[config.mk]
export PLATFORM = sky130hd
export DESIGN_NAME = los_monitor
export DESIGN_NICKNAME = d
export VERILOG_FILES = /design/src/rtl/los_pkg.sv /design/src/rtl/los_zero_run.sv /design/src/rtl/los_window.sv /design/src/rtl/los_out_gate.sv /design/src/rtl/los_monitor.sv
export SDC_FILE = /design/constraint.sdc
export NUM_CORES = 1
export LEC_CHECK = 0
export BUFFER_PORTS_ARGS = -buffer_cell sky130_fd_sc_hd__buf_2
export CORE_UTILIZATION = 64
export DETAILED_ROUTE_END_ITERATION = 7
export PLACE_DENSITY = 0.88
export SETUP_SLACK_MARGIN = 0.2
export SLEW_MARGIN = 40
export SYNTH_ARGS = -nofsm -noshare
export SYNTH_HDL_FRONTEND = slang
export SYNTH_HIERARCHICAL = 1
export SYNTH_SLANG_ARGS = --single-unit
[constraint.sdc]
create_clock -name clk -period 6 [get_ports clk]
set_input_delay 0.6 -clock clk [delete_from_list [all_inputs] [get_ports clk]]
set_output_delay 0.6 -clock clk [all_outputs]
set_load 0.05 [all_outputs]
[src/rtl/los_pkg.sv]
package los_pkg;

    typedef enum logic [1:0] {
        LS_DOWN = 2'd0,
        LS_HUNT = 2'd1,
        LS_LIVE = 2'd2
    } los_state_t;

    typedef enum logic [1:0] {
        FILL_PASS = 2'd0,
        FILL_ZERO = 2'd1,
        FILL_ONES = 2'd2
    } fill_t;

endpackage

[src/rtl/los_zero_run.sv]
module los_zero_run #(
    parameter int SET_ZEROS = 175,
    parameter int MAX_RUN   = 100
) (
    input  logic clk,
    input  logic rst_n,
    input  logic pwr_down,
    input  logic bit_en,
    input  logic mark,
    output logic run_hit,
    output logic run_over
);
    localparam int RW = $clog2(SET_ZEROS + 1);
    localparam logic [RW-1:0] SAT  = RW'(SET_ZEROS);
    localparam logic [RW-1:0] MAXR = RW'(MAX_RUN);

    logic [RW-1:0] run_q;
    logic [RW-1:0] run_nx;

    always_comb begin
        if (mark) begin
            run_nx = '0;
        end else if (run_q == SAT) begin
            run_nx = run_q;
        end else begin
            run_nx = run_q + 1'b1;
        end
    end

    assign run_hit  = bit_en && (run_nx == SAT);
    assign run_over = bit_en && (run_nx > MAXR);

    always_ff @(posedge clk or negedge rst_n) begin
        if (!rst_n) begin
            run_q <= '0;
        end else if (pwr_down) begin
            run_q <= '0;
        end else if (bit_en) begin
            run_q <= run_nx;
        end
    end

    // a mark empties the run
    assert_mark_clears_run_R2: assert property (@(posedge clk) disable iff (!rst_n)
        (bit_en && mark) |=> (run_q == '0));

    // idle cycles leave the run alone
    assert_idle_holds_run_R12: assert property (@(posedge clk) disable iff (!rst_n)
        (!bit_en && !pwr_down) |=> $stable(run_q));

endmodule

[src/rtl/los_window.sv]
module los_window #(
    parameter int WIN_LEN  = 175,
    parameter int MIN_ONES = 22
) (
    input  logic clk,
    input  logic rst_n,
    input  logic clr,
    input  logic bit_en,
    input  logic mark,
    input  logic abort,
    output logic done,
    output logic pass
);
    localparam int PW = (WIN_LEN > 1) ? $clog2(WIN_LEN) : 1;
    localparam int OW = $clog2(WIN_LEN + 1);
    localparam logic [PW-1:0] LASTP = PW'(WIN_LEN - 1);
    localparam logic [OW-1:0] MINV  = OW'(MIN_ONES);

    logic [PW-1:0] pos_q;
    logic [OW-1:0] ones_q;
    logic [OW-1:0] ones_nx;
    logic          take;
    logic          last;

    assign ones_nx = ones_q + {{(OW-1){1'b0}}, mark};
    assign take    = bit_en && !clr && !abort;
    assign last    = (pos_q == LASTP);
    assign done    = take && last;
    assign pass    = (ones_nx >= MINV);

    always_ff @(posedge clk or negedge rst_n) begin
        if (!rst_n) begin
            pos_q  <= '0;
            ones_q <= '0;
        end else if (clr || (bit_en && abort)) begin
            pos_q  <= '0;
            ones_q <= '0;
        end else if (take) begin
            if (last) begin
                pos_q  <= '0;
                ones_q <= '0;
            end else begin
                pos_q  <= pos_q + 1'b1;
                ones_q <= ones_nx;
            end
        end
    end

    // a run abort empties the window
    assert_abort_empties_R6: assert property (@(posedge clk) disable iff (!rst_n)
        (bit_en && abort) |=> (pos_q == '0 && ones_q == '0));

    // held empty while cleared
    assert_clr_empties_R3: assert property (@(posedge clk) disable iff (!rst_n)
        clr |=> (pos_q == '0));

endmodule

[src/rtl/los_out_gate.sv]
module los_out_gate
    import los_pkg::*;
(
    input  logic clk,
    input  logic rst_n,
    input  logic bit_en,
    input  logic los,
    input  logic nrz_mode,
    input  logic dig_loop,
    input  logic auto_ones,
    input  logic force_ones,
    input  logic rx_pos,
    input  logic rx_neg,
    output logic out_pos,
    output logic out_neg
);
    fill_t sel;
    logic  phase_q;
    logic  pos_nx;
    logic  neg_nx;

    always_comb begin
        if (force_ones) begin
            sel = FILL_ONES;
        end else if (dig_loop) begin
            sel = FILL_PASS;
        end else if (los && auto_ones) begin
            sel = FILL_ONES;
        end else if (los) begin
            sel = FILL_ZERO;
        end else begin
            sel = FILL_PASS;
        end
    end

    always_comb begin
        unique case (sel)
            FILL_PASS: begin
                pos_nx = rx_pos;
                neg_nx = rx_neg;
            end
            FILL_ZERO: begin
                pos_nx = 1'b0;
                neg_nx = 1'b0;
            end
            FILL_ONES: begin
                pos_nx = nrz_mode ? 1'b1 : !phase_q;
                neg_nx = nrz_mode ? 1'b0 : phase_q;
            end
            default: begin
                pos_nx = 1'b0;
                neg_nx = 1'b0;
            end
        endcase
    end

    always_ff @(posedge clk or negedge rst_n) begin
        if (!rst_n) begin
            out_pos <= 1'b0;
            out_neg <= 1'b0;
            phase_q <= 1'b0;
        end else if (bit_en) begin
            out_pos <= pos_nx;
            out_neg <= neg_nx;
            if (sel == FILL_ONES && !nrz_mode) begin
                phase_q <= !phase_q;
            end
        end
    end

    // squelch during the alarm
    assert_squelch_R7: assert property (@(posedge clk) disable iff (!rst_n)
        (bit_en && los && !force_ones && !dig_loop && !auto_ones) |=> (!out_pos && !out_neg));

    // loopback passes data
    assert_loop_pass_R8: assert property (@(posedge clk) disable iff (!rst_n)
        (bit_en && dig_loop && !force_ones) |=> (out_pos == $past(rx_pos) && out_neg == $past(rx_neg)));

    // forced ones give exactly one mark
    assert_force_mark_R10: assert property (@(posedge clk) disable iff (!rst_n)
        (bit_en && force_ones) |=> $countones({out_pos, out_neg}) == 1);

    // idle cycles hold the outputs
    assert_idle_outputs_R12: assert property (@(posedge clk) disable iff (!rst_n)
        !bit_en |=> ($stable(out_pos) && $stable(out_neg)));

endmodule

[src/rtl/los_monitor.sv]
module los_monitor
    import los_pkg::*;
#(
    parameter int SET_ZEROS = 175,
    parameter int WIN_LEN   = 175,
    parameter int MIN_ONES  = 22,
    parameter int MAX_RUN   = 100
) (
    input  logic clk,
    input  logic rst_n,
    input  logic bit_en,
    input  logic rx_pos,
    input  logic rx_neg,
    input  logic nrz_mode,
    input  logic low_level,
    input  logic pwr_down,
    input  logic dig_loop,
    input  logic auto_ones,
    input  logic loop_a,
    input  logic loop_b,
    input  logic sticky_clr,
    output logic los_pin,
    output logic los_latched,
    output logic out_pos,
    output logic out_neg
);
    los_state_t state_q;
    los_state_t state_nx;
    logic       mark;
    logic       run_hit;
    logic       run_over;
    logic       win_clr;
    logic       win_done;
    logic       win_pass;
    logic       alarm;

    // mark definition depends on rail mode
    assign mark    = nrz_mode ? rx_pos : (rx_pos | rx_neg);
    assign win_clr = (state_q != LS_HUNT) || low_level || pwr_down;

    los_zero_run #(
        .SET_ZEROS (SET_ZEROS),
        .MAX_RUN   (MAX_RUN)
    ) u_run (
        .clk      (clk),
        .rst_n    (rst_n),
        .pwr_down (pwr_down),
        .bit_en   (bit_en),
        .mark     (mark),
        .run_hit  (run_hit),
        .run_over (run_over)
    );

    los_window #(
        .WIN_LEN  (WIN_LEN),
        .MIN_ONES (MIN_ONES)
    ) u_win (
        .clk    (clk),
        .rst_n  (rst_n),
        .clr    (win_clr),
        .bit_en (bit_en),
        .mark   (mark),
        .abort  (run_over),
        .done   (win_done),
        .pass   (win_pass)
    );

    // next-state logic
    always_comb begin
        state_nx = state_q;
        if (pwr_down) begin
            state_nx = LS_DOWN;
        end else begin
            unique case (state_q)
                LS_DOWN: state_nx = LS_HUNT;
                LS_HUNT: if (win_done && win_pass) state_nx = LS_LIVE;
                LS_LIVE: if (low_level || run_hit) state_nx = LS_HUNT;
                default: state_nx = LS_HUNT;
            endcase
        end
    end

    // state register
    always_ff @(posedge clk or negedge rst_n) begin
        if (!rst_n) begin
            state_q <= LS_HUNT;
        end else begin
            state_q <= state_nx;
        end
    end

    // alarm outputs
    assign alarm   = (state_q != LS_LIVE);
    assign los_pin = alarm;

    always_ff @(posedge clk or negedge rst_n) begin
        if (!rst_n) begin
            los_latched <= 1'b1;
        end else begin
            los_latched <= alarm | (los_latched & ~sticky_clr);
        end
    end

    los_out_gate u_gate (
        .clk        (clk),
        .rst_n      (rst_n),
        .bit_en     (bit_en),
        .los        (alarm),
        .nrz_mode   (nrz_mode),
        .dig_loop   (dig_loop),
        .auto_ones  (auto_ones),
        .force_ones (loop_a & loop_b),
        .rx_pos     (rx_pos),
        .rx_neg     (rx_neg),
        .out_pos    (out_pos),
        .out_neg    (out_neg)
    );

    assert_powerdown_alarm_R1: assert property (@(posedge clk) disable iff (!rst_n)
        pwr_down |=> los_pin);

    assert_zero_run_sets_R2: assert property (@(posedge clk) disable iff (!rst_n)
        run_hit |=> los_pin);

    assert_low_level_sets_R3: assert property (@(posedge clk) disable iff (!rst_n)
        low_level |=> los_pin);

    assert_clear_by_window_R4: assert property (@(posedge clk) disable iff (!rst_n)
        $fell(los_pin) |-> $past(win_done && win_pass));

    assert_sticky_set_R11: assert property (@(posedge clk) disable iff (!rst_n)
        los_pin |=> los_latched);

endmodule

==> metrics.md, run 1 <==
| Metric | Value |
|---|---|
| Clk Latency, worst-skew pair | 340 ps |
| Ant diodes | 0 |
| Synthesized area | about 2100 sq um |
| Largest net degree at the start of global routing | 31 |
| Via Count | between 1500 and 2000 |
| Status | completed |
| Crit-path max cell delay | about 470 ps |
| Unrepaired setup endpoints after global routing | false |
| Initial antenna violation count | 0 |
| Worst-Margin Slew | 688.3 ps |
| Final worst path period share | 49.11% |
| CTS clk-pin slew, worst paths | 100 ps |
| # DRC | 0 |
| Synth top cells by count | dfrtp_1 (28), nand2_1 (20), a21oi_1 (15) |
| Largest cells by area after synthesis | dfrtp_1 (33%), a21oi_1 (3.6%), nand2_1 (3.6%), a31oi_1 (3.0%), ha_1 (3.0%) |
| First-pass GRT wire length | roughly 7700 um |
| GP Congestion | 1.003 |
| Internal reg-to-reg setup slack | 3050 ps |
| Initial core utilization | approximately two thirds |
| Layout net count | 259 |
| DIE AREA | 3502 sq um |
| Crit path buffers/inverters | 0 |
| Cell area power density | 179.7 nW/um^2 |
| Worst reg2reg path startpoint | u_run/run_q[1] |
| Count leader, synth | dfrtp_1 |
| Grt ovf | 0 |
| Max cap viols | 0 |
| # rows | 20 |
| Final worst slack | 3053 ps |
| # IOs | 17 |
| I/O Buffers | 16 |
| Pre-CTS setup slack | 2994 ps |
| Detailed-route wire length | 4568 um |
| R2r endpoint | u_win/pos_q[4] |
| Vias/cell | 6.339 |
| Yosys reg bits | 30 |
| Ys Warns | 6 |
| Worst setup path category | reg -> reg |
| Hold buffer count at CTS | 0 |
| Syn Inst Count | 231 |
| CP startpoint kind | register |
| Arrival time of the worst setup path | 3210 ps |
| TritonCTS clock tree | yes |
| H-tree levels | 2 |
| Pleak | 0.8768 nW |
| Crit path capture | u_win/pos_q[4] |
| Die Wd | around 59 um |
| Vias in the first global route | 1642 |
| Number of DRC markers in iteration 0 | 141 |
| Synthesized area per cell | 9.056 sq um |
| Worst Setup SP | u_run/run_q[1] |
| Gr usage total | 29.68% |
| CTS Root Cell | clkbuf_4 |
| Stages on the worst setup path | 9 |
| Core area | 3078 sq um |
| Top_reg_cell synth | dfrtp_1 |
| DR pass1 iterations | 4 |
| Clock Path Buffers | 2 |
| Slowest CP cell | dfrtp_1 |
| Share of cells above drive strength 1 | 16.94% |
| Largest area contributor in the netlist | dfrtp_1 |
| Reg2reg path depth | 9 |
| DR WL/cell | 15.97 um |
| CP max FO | 16 |
| Most frequent CP cell | a31oi_1 |
| Fmax | 339.3 MHz |
| Area share of the largest cell type after synthesis | 33.49% |
| Critical Path, Cell by Cell | ha_1, nor3b_1, a31oi_1, nor4bb_1, o41ai_2, or3b_4, a21oi_4, nand2b_1, a31oi_1 |
| Final setup vio count | 0 |
| Sum Neg Setup Slack | 0 ps |
| Post-route minimum period | 2947 ps |
| CTS buffer count | 5 |
| Synth cell types | 64 |
| Area Overhead vs Synth | 5.323% |
| Sequential fraction of the synthesis area | 36.00% |
| Crit. End Element | register |
| Worst hold path type | in -> async |
| Die Span Y | 59.18 um |
| Routed Antenna Nets | 0 |
| Clock skew | 7.780 ps |
| Post-synth EDFFs | 0 |
| Worst Path Required | around 6300 ps |
| Syn Nets | 249 |
| Final hold vios | 0 |
| HPWL after detailed placement | 3179 um |
| Cells resized by post-CTS repair | 0 |
| Slew Viols, Final | 0 |
| Postcts setup bufs | 0 |
| Asr flop ratio synth | 100.0% |
| Max VDD drop | 0.0001247 V |
| Post-layout power | 0.3958 mW |
| Slew HR | 54.12% |
| Largest delay share family, worst path | simple AND/OR/NAND/NOR gates |
| CTS sink count | 30 |
[per-stage QoR]
step           hold slack [ps]  cell area (sq um)  std cells  util, %
6_report                 286.9               2203        286    71.59
5_1_grt                  341.1               2203        286    71.59
4_1_cts                  307.5               2203        286    71.59
3_5_place_dp             465.5               2145        278    69.67
3_3_place_gp             465.7               2145        278    69.67
2_1_floorplan            304.4               2092        231        -
[state kept, by name, indices dropped and copies added (netlist names)]
| name | flops |
|---|---|
| u_run/run_q | 8 |
| u_win/ones_q | 8 |
| u_win/pos_q | 8 |
| state_q | 2 |
| los_latched | 1 |
| u_gate/out_neg | 1 |
| u_gate/out_pos | 1 |
| u_gate/phase_q | 1 |
[where the power goes]
part | total, mW | switching [mW] | internal [mW]
Clock | 0.130 | 0.0723 | 0.0577
Sequential | 0.216 | 0.00628 | 0.210
Combinational | 0.0498 | 0.0314 | 0.0184
Total | 0.396 | 0.110 | 0.286
[how the worst min path moves through the flow]
| stage | endpoint | slack (ps) | cells after the start | from |
|---|---|---|---|---|
| after CTS | u_win/ones_q[3] | 310 | 1 | rst_n |
| after global routing | u_win/pos_q[0] | 340 | 1 | rst_n |
| after detailed placement | u_gate/phase_q | 470 | 1 | u_gate/phase_q |
| after global placement | u_gate/phase_q | 470 | 1 | u_gate/phase_q |
| final | u_win/ones_q[3] | 290 | 1 | rst_n |
| after floorplan | state_q[1] | 300 | 0 | rst_n |
[metal layers]
layer	up-vias	track usage [%]	share of wire (%)
met5	-	0	0
met4	0	13.61	2.3
met3	13	4.585	4.8
met2	54	44.48	47
met1	861	42.41	46
li1	885	-	-
[layout by cell type, fill, tap and decap left out, types with 4 or more instances in the layout]
cell / Yosys / final
nand2b_1: 9 / 9
nor3_1: 6 / 6
dfrtp_1: 28 / 28
clkbuf_4: 0 / 5
a21oi_1: 15 / 15
o21ai_0: 6 / 6
inv_1: 11 / 11
nor2_1: 10 / 10
nor2b_1: 4 / 4
buf_2: 0 / 16
o21ai_1: 7 / 7
a31oi_1: 10 / 10
ha_1: 5 / 5
nand3_1: 9 / 9
and3_1: 8 / 8
nand2_1: 20 / 20
[cell families (layout without fill, tap and decap cells)]
kind of cell	after synthesis	count (layout)	synth area share, %
simple gates	94	94	27.33
compound gates	70	70	24.22
flops	30	30	36.00
buf+inv	24	35	5.921
fa+ha+maj	5	5	2.990
xor+xnor	5	5	2.094
mux	3	3	1.435
[final cells by class]
class                           count  area (sq um)
Multi-Input combinational cell    177          1215
Fill cell                         232         874.6
Sequential cell                    30         753.2
Timing Repair Buffer               16         80.08
Clock buffer                        8         58.81
Tap cell                           44         55.05
Inverter                           11         41.29
[worst reg2reg max path: cells and delay by family, from the launching register on]
family | cells | cell delay, ps
AND/OR/NAND/NOR | 4 | 1230
AO/OA/AOI/OAI | 4 | 760
flip-flops | 1 | 470
adder cells (fa/ha/maj) | 1 | 410
Power figures use the tool's default switching activity.
==> inputs of run 2 (changes only) <==
--- a/config.mk
+++ b/config.mk
@@ -6,9 +6,9 @@
 export NUM_CORES = 1
 export LEC_CHECK = 0
 export BUFFER_PORTS_ARGS = -buffer_cell sky130_fd_sc_hd__buf_2
-export CORE_UTILIZATION = 64
+export CORE_UTILIZATION = 54
 export DETAILED_ROUTE_END_ITERATION = 7
-export PLACE_DENSITY = 0.88
+export PLACE_DENSITY = 0.8
 export SETUP_SLACK_MARGIN = 0.2
 export SLEW_MARGIN = 40
 export SYNTH_ARGS = -nofsm -noshare
==> constraint.sdc (replaced) <==
create_clock -name clk -period 2.4 [get_ports clk]
set_input_delay 0.24 -clock clk [delete_from_list [all_inputs] [get_ports clk]]
set_output_delay 0.24 -clock clk [all_outputs]
set_load 0.05 [all_outputs]
==> metrics.md, run 2 (synthesis results as in run 1) <==
| Metric | Value |
|---|---|
| Most frequent cells in the layout | dfrtp_1 (26), nand2_1 (20), buf_2 (16), buf_4 (16), inv_1 (11) |
| Commonest non-fill, non-tap cell in the layout | dfrtp_1 |
| Register area | around 760 sq um |
| Number of DRC markers in iteration 0 | 150 |
| # IOs | 17 |
| Slowest CP cell | or3b_4 |
| GP Congestion | 0.9426 |
| Hold Crit Depth | 3 |
| H-tree levels | 2 |
| Core area | 3689 sq um |
| Worst hold path type | in -> reg |
| DR WL met3 | 182 um |
| Die Wd | 64.24 um |
| Cell area power density | around 430 nW/um^2 |
| Fmax | a little over 400 MHz |
| Ant diodes | 0 |
| Fillers | 300 |
| Largest net degree at the start of global routing | 31 |
| Vias/cell | 6.125 |
| Hold_ws | 232.0 ps |
| CTS buffer count | 5 |
| Slew HR | 55.35% |
| Initial antenna violation count | 0 |
| Gr usage total | 26.54% |
| Metal-1 WL | 2168 um |
| TritonCTS clock tree | yes |
| Area of the multi-input gates | 1316 sq um |
| Worst-Margin Slew | 669.7 ps |
| Final worst path period share | 100.8% |
| Status | finished, violations left |
| Regs by FF count | u_run/run_q x8, u_win/ones_q x8, u_win/pos_q x8 |
| Clock Path Buffers | 2 |
| Grt ovf | 0 |
| Post-route minimum period | 2418 ps |
| Crit-path max cell delay | 420 ps |
| Crit. End Element | register |
| Share of cells above drive strength 1 | 31.18% |
| # rows | 22 |
| DR WL/cell | approximately 16 um |
| Layout net count | 280 |
| Critical Path, Cell by Cell | ha_4, nor3b_2, a31oi_1, nor4bb_1, buf_4, o41ai_2, or3b_4, a21o_4, or3_1, o21ai_1 |
| CP startpoint kind | register |
| Unrepaired setup endpoints after global routing | true |
| Initial core utilization | 56.72% |
| Area Overhead vs Synth | 20.04% |
| Top sig layer | met4 |
| Routed Antenna Nets | 0 |
| Die Span Y | 64.24 um |
| I/O Buffers | 16 |
| CTS clk-pin slew, worst paths | 60 ps |
| CP max FO | 6 |
| Final hold vios | 0 |
| Clock skew | around 6 ps |
| # DRC | 0 |
| Non-filler cells, final | 311 |
| Detailed-route wire length | 4882 um |
| Slew Viols, Final | 0 |
| Max cap viols | 0 |
| Final setup vio count | 3 |
| Via Count | 1905 |
| Failing checks | setup timing |
| Sum Neg Setup Slack | -37.19 ps |
| CTS sink count | 30 |
| Met2 wire length | 2432 um |
| Vias in the first global route | 1850 |
| Arrival time of the worst setup path | 2630 ps |
| DIE AREA | 4127 sq um |
| CTS Root Cell | clkbuf_8 |
| Worst setup path category | reg -> reg |
| Final worst slack | -18.04 ps |
| Worst Path Required | about 2600 ps |
| Placed cell count | 300 |
| Pleak | 1.021 nW |
| Clk Latency, worst-skew pair | 280 ps |
| DR pass1 iterations | 4 |
| First-pass GRT wire length | 8390 um |
| Max VDD drop | ~0.00034 V |
| HPWL after detailed placement | about 3400 um |
| Reg2reg path depth | 10 |
| Post-layout power | 1.068 mW |
[run 2: cell types whose count changed in the layout (fill, tap and decap cells not counted), sizes merged]
cell | previous run | this run
dlygate4sd3 | 0 | 1
buf | 16 | 36
clkinv | 0 | 2
clkbuf | 8 | 6
[run 2: cell type report]
| cell class | instances | share of cell area, % |
|---|---|---|
| inverters | 11 | 1.644 |
| repair buffers | 37 | 10.16 |
| well taps | 48 | 2.392 |
| clock inverters | 2 | 0.3986 |
| flip-flops and latches | 30 | 30.09 |
| clock buffers | 6 | 2.890 |
| multi-input cells | 177 | 52.42 |
[run 2: final timing paths]
path,start,endpoint,slack [ps]
setup / recovery,u_run/run_q[1],u_win/pos_q[6],-20
hold / removal,sticky_clr,los_latched,230
setup reg to reg,u_run/run_q[1],u_win/pos_q[6],-20
hold reg to reg,u_gate/phase_q,u_gate/phase_q,480
max in group asynchronous,rst_n,u_run/run_q[2],1390
min in group asynchronous,rst_n,u_win/ones_q[3],530
[run 2: through the flow]
step | area, sq um | setup WS (ps) | utilization [%]
3_3_place_gp | 2331 | 47.02 | 63.20
4_1_cts | 2491 | 25.37 | 67.54
2_1_floorplan | 2146 | 14.22 | -
6_report | 2511 | -18.04 | 68.08
3_5_place_dp | 2331 | -2.994 | 63.20
5_1_grt | 2511 | -115.3 | 68.08
[run 2: repair_timing]
action | 4_1_cts | 5_1_grt
buffers inserted | 1 | 0
endpoints found under the setup margin | 18 | 18
pin swaps | 10 | 7
endpoints found under the hold margin | 3 | 0
resized for setup | 13 | 5
cloned | 1 | 0
hold buffers | 1 | 0
[run 2: metal layers]
layer	global-route usage [%]	vias to the layer above
met3	5.357	11
met5	0	-
met4	12.78	0
met1	32.20	923
li1	-	923
met2	44.61	48
[run 2: where the power goes]
| part | switching [mW] | total, mW | internal (mW) |
|---|---|---|---|
| registers | 0.0148 | 0.540 | 0.525 |
| logic | 0.0853 | 0.142 | 0.0570 |
| clock network | 0.186 | 0.386 | 0.200 |
| total | 0.286 | 1.07 | 0.782 |
[run 2: critical path, delay by kind of cell (launching register included)]
| kind | cells | cell delay [ps] |
|---|---|---|
| flip-flops | 1 | 400 |
| adder cells (fa/ha/maj) | 1 | 180 |
| AND/OR/NAND/NOR | 4 | 1220 |
| buffers and inverters | 1 | 170 |
| AO/OA/AOI/OAI | 4 | 400 |
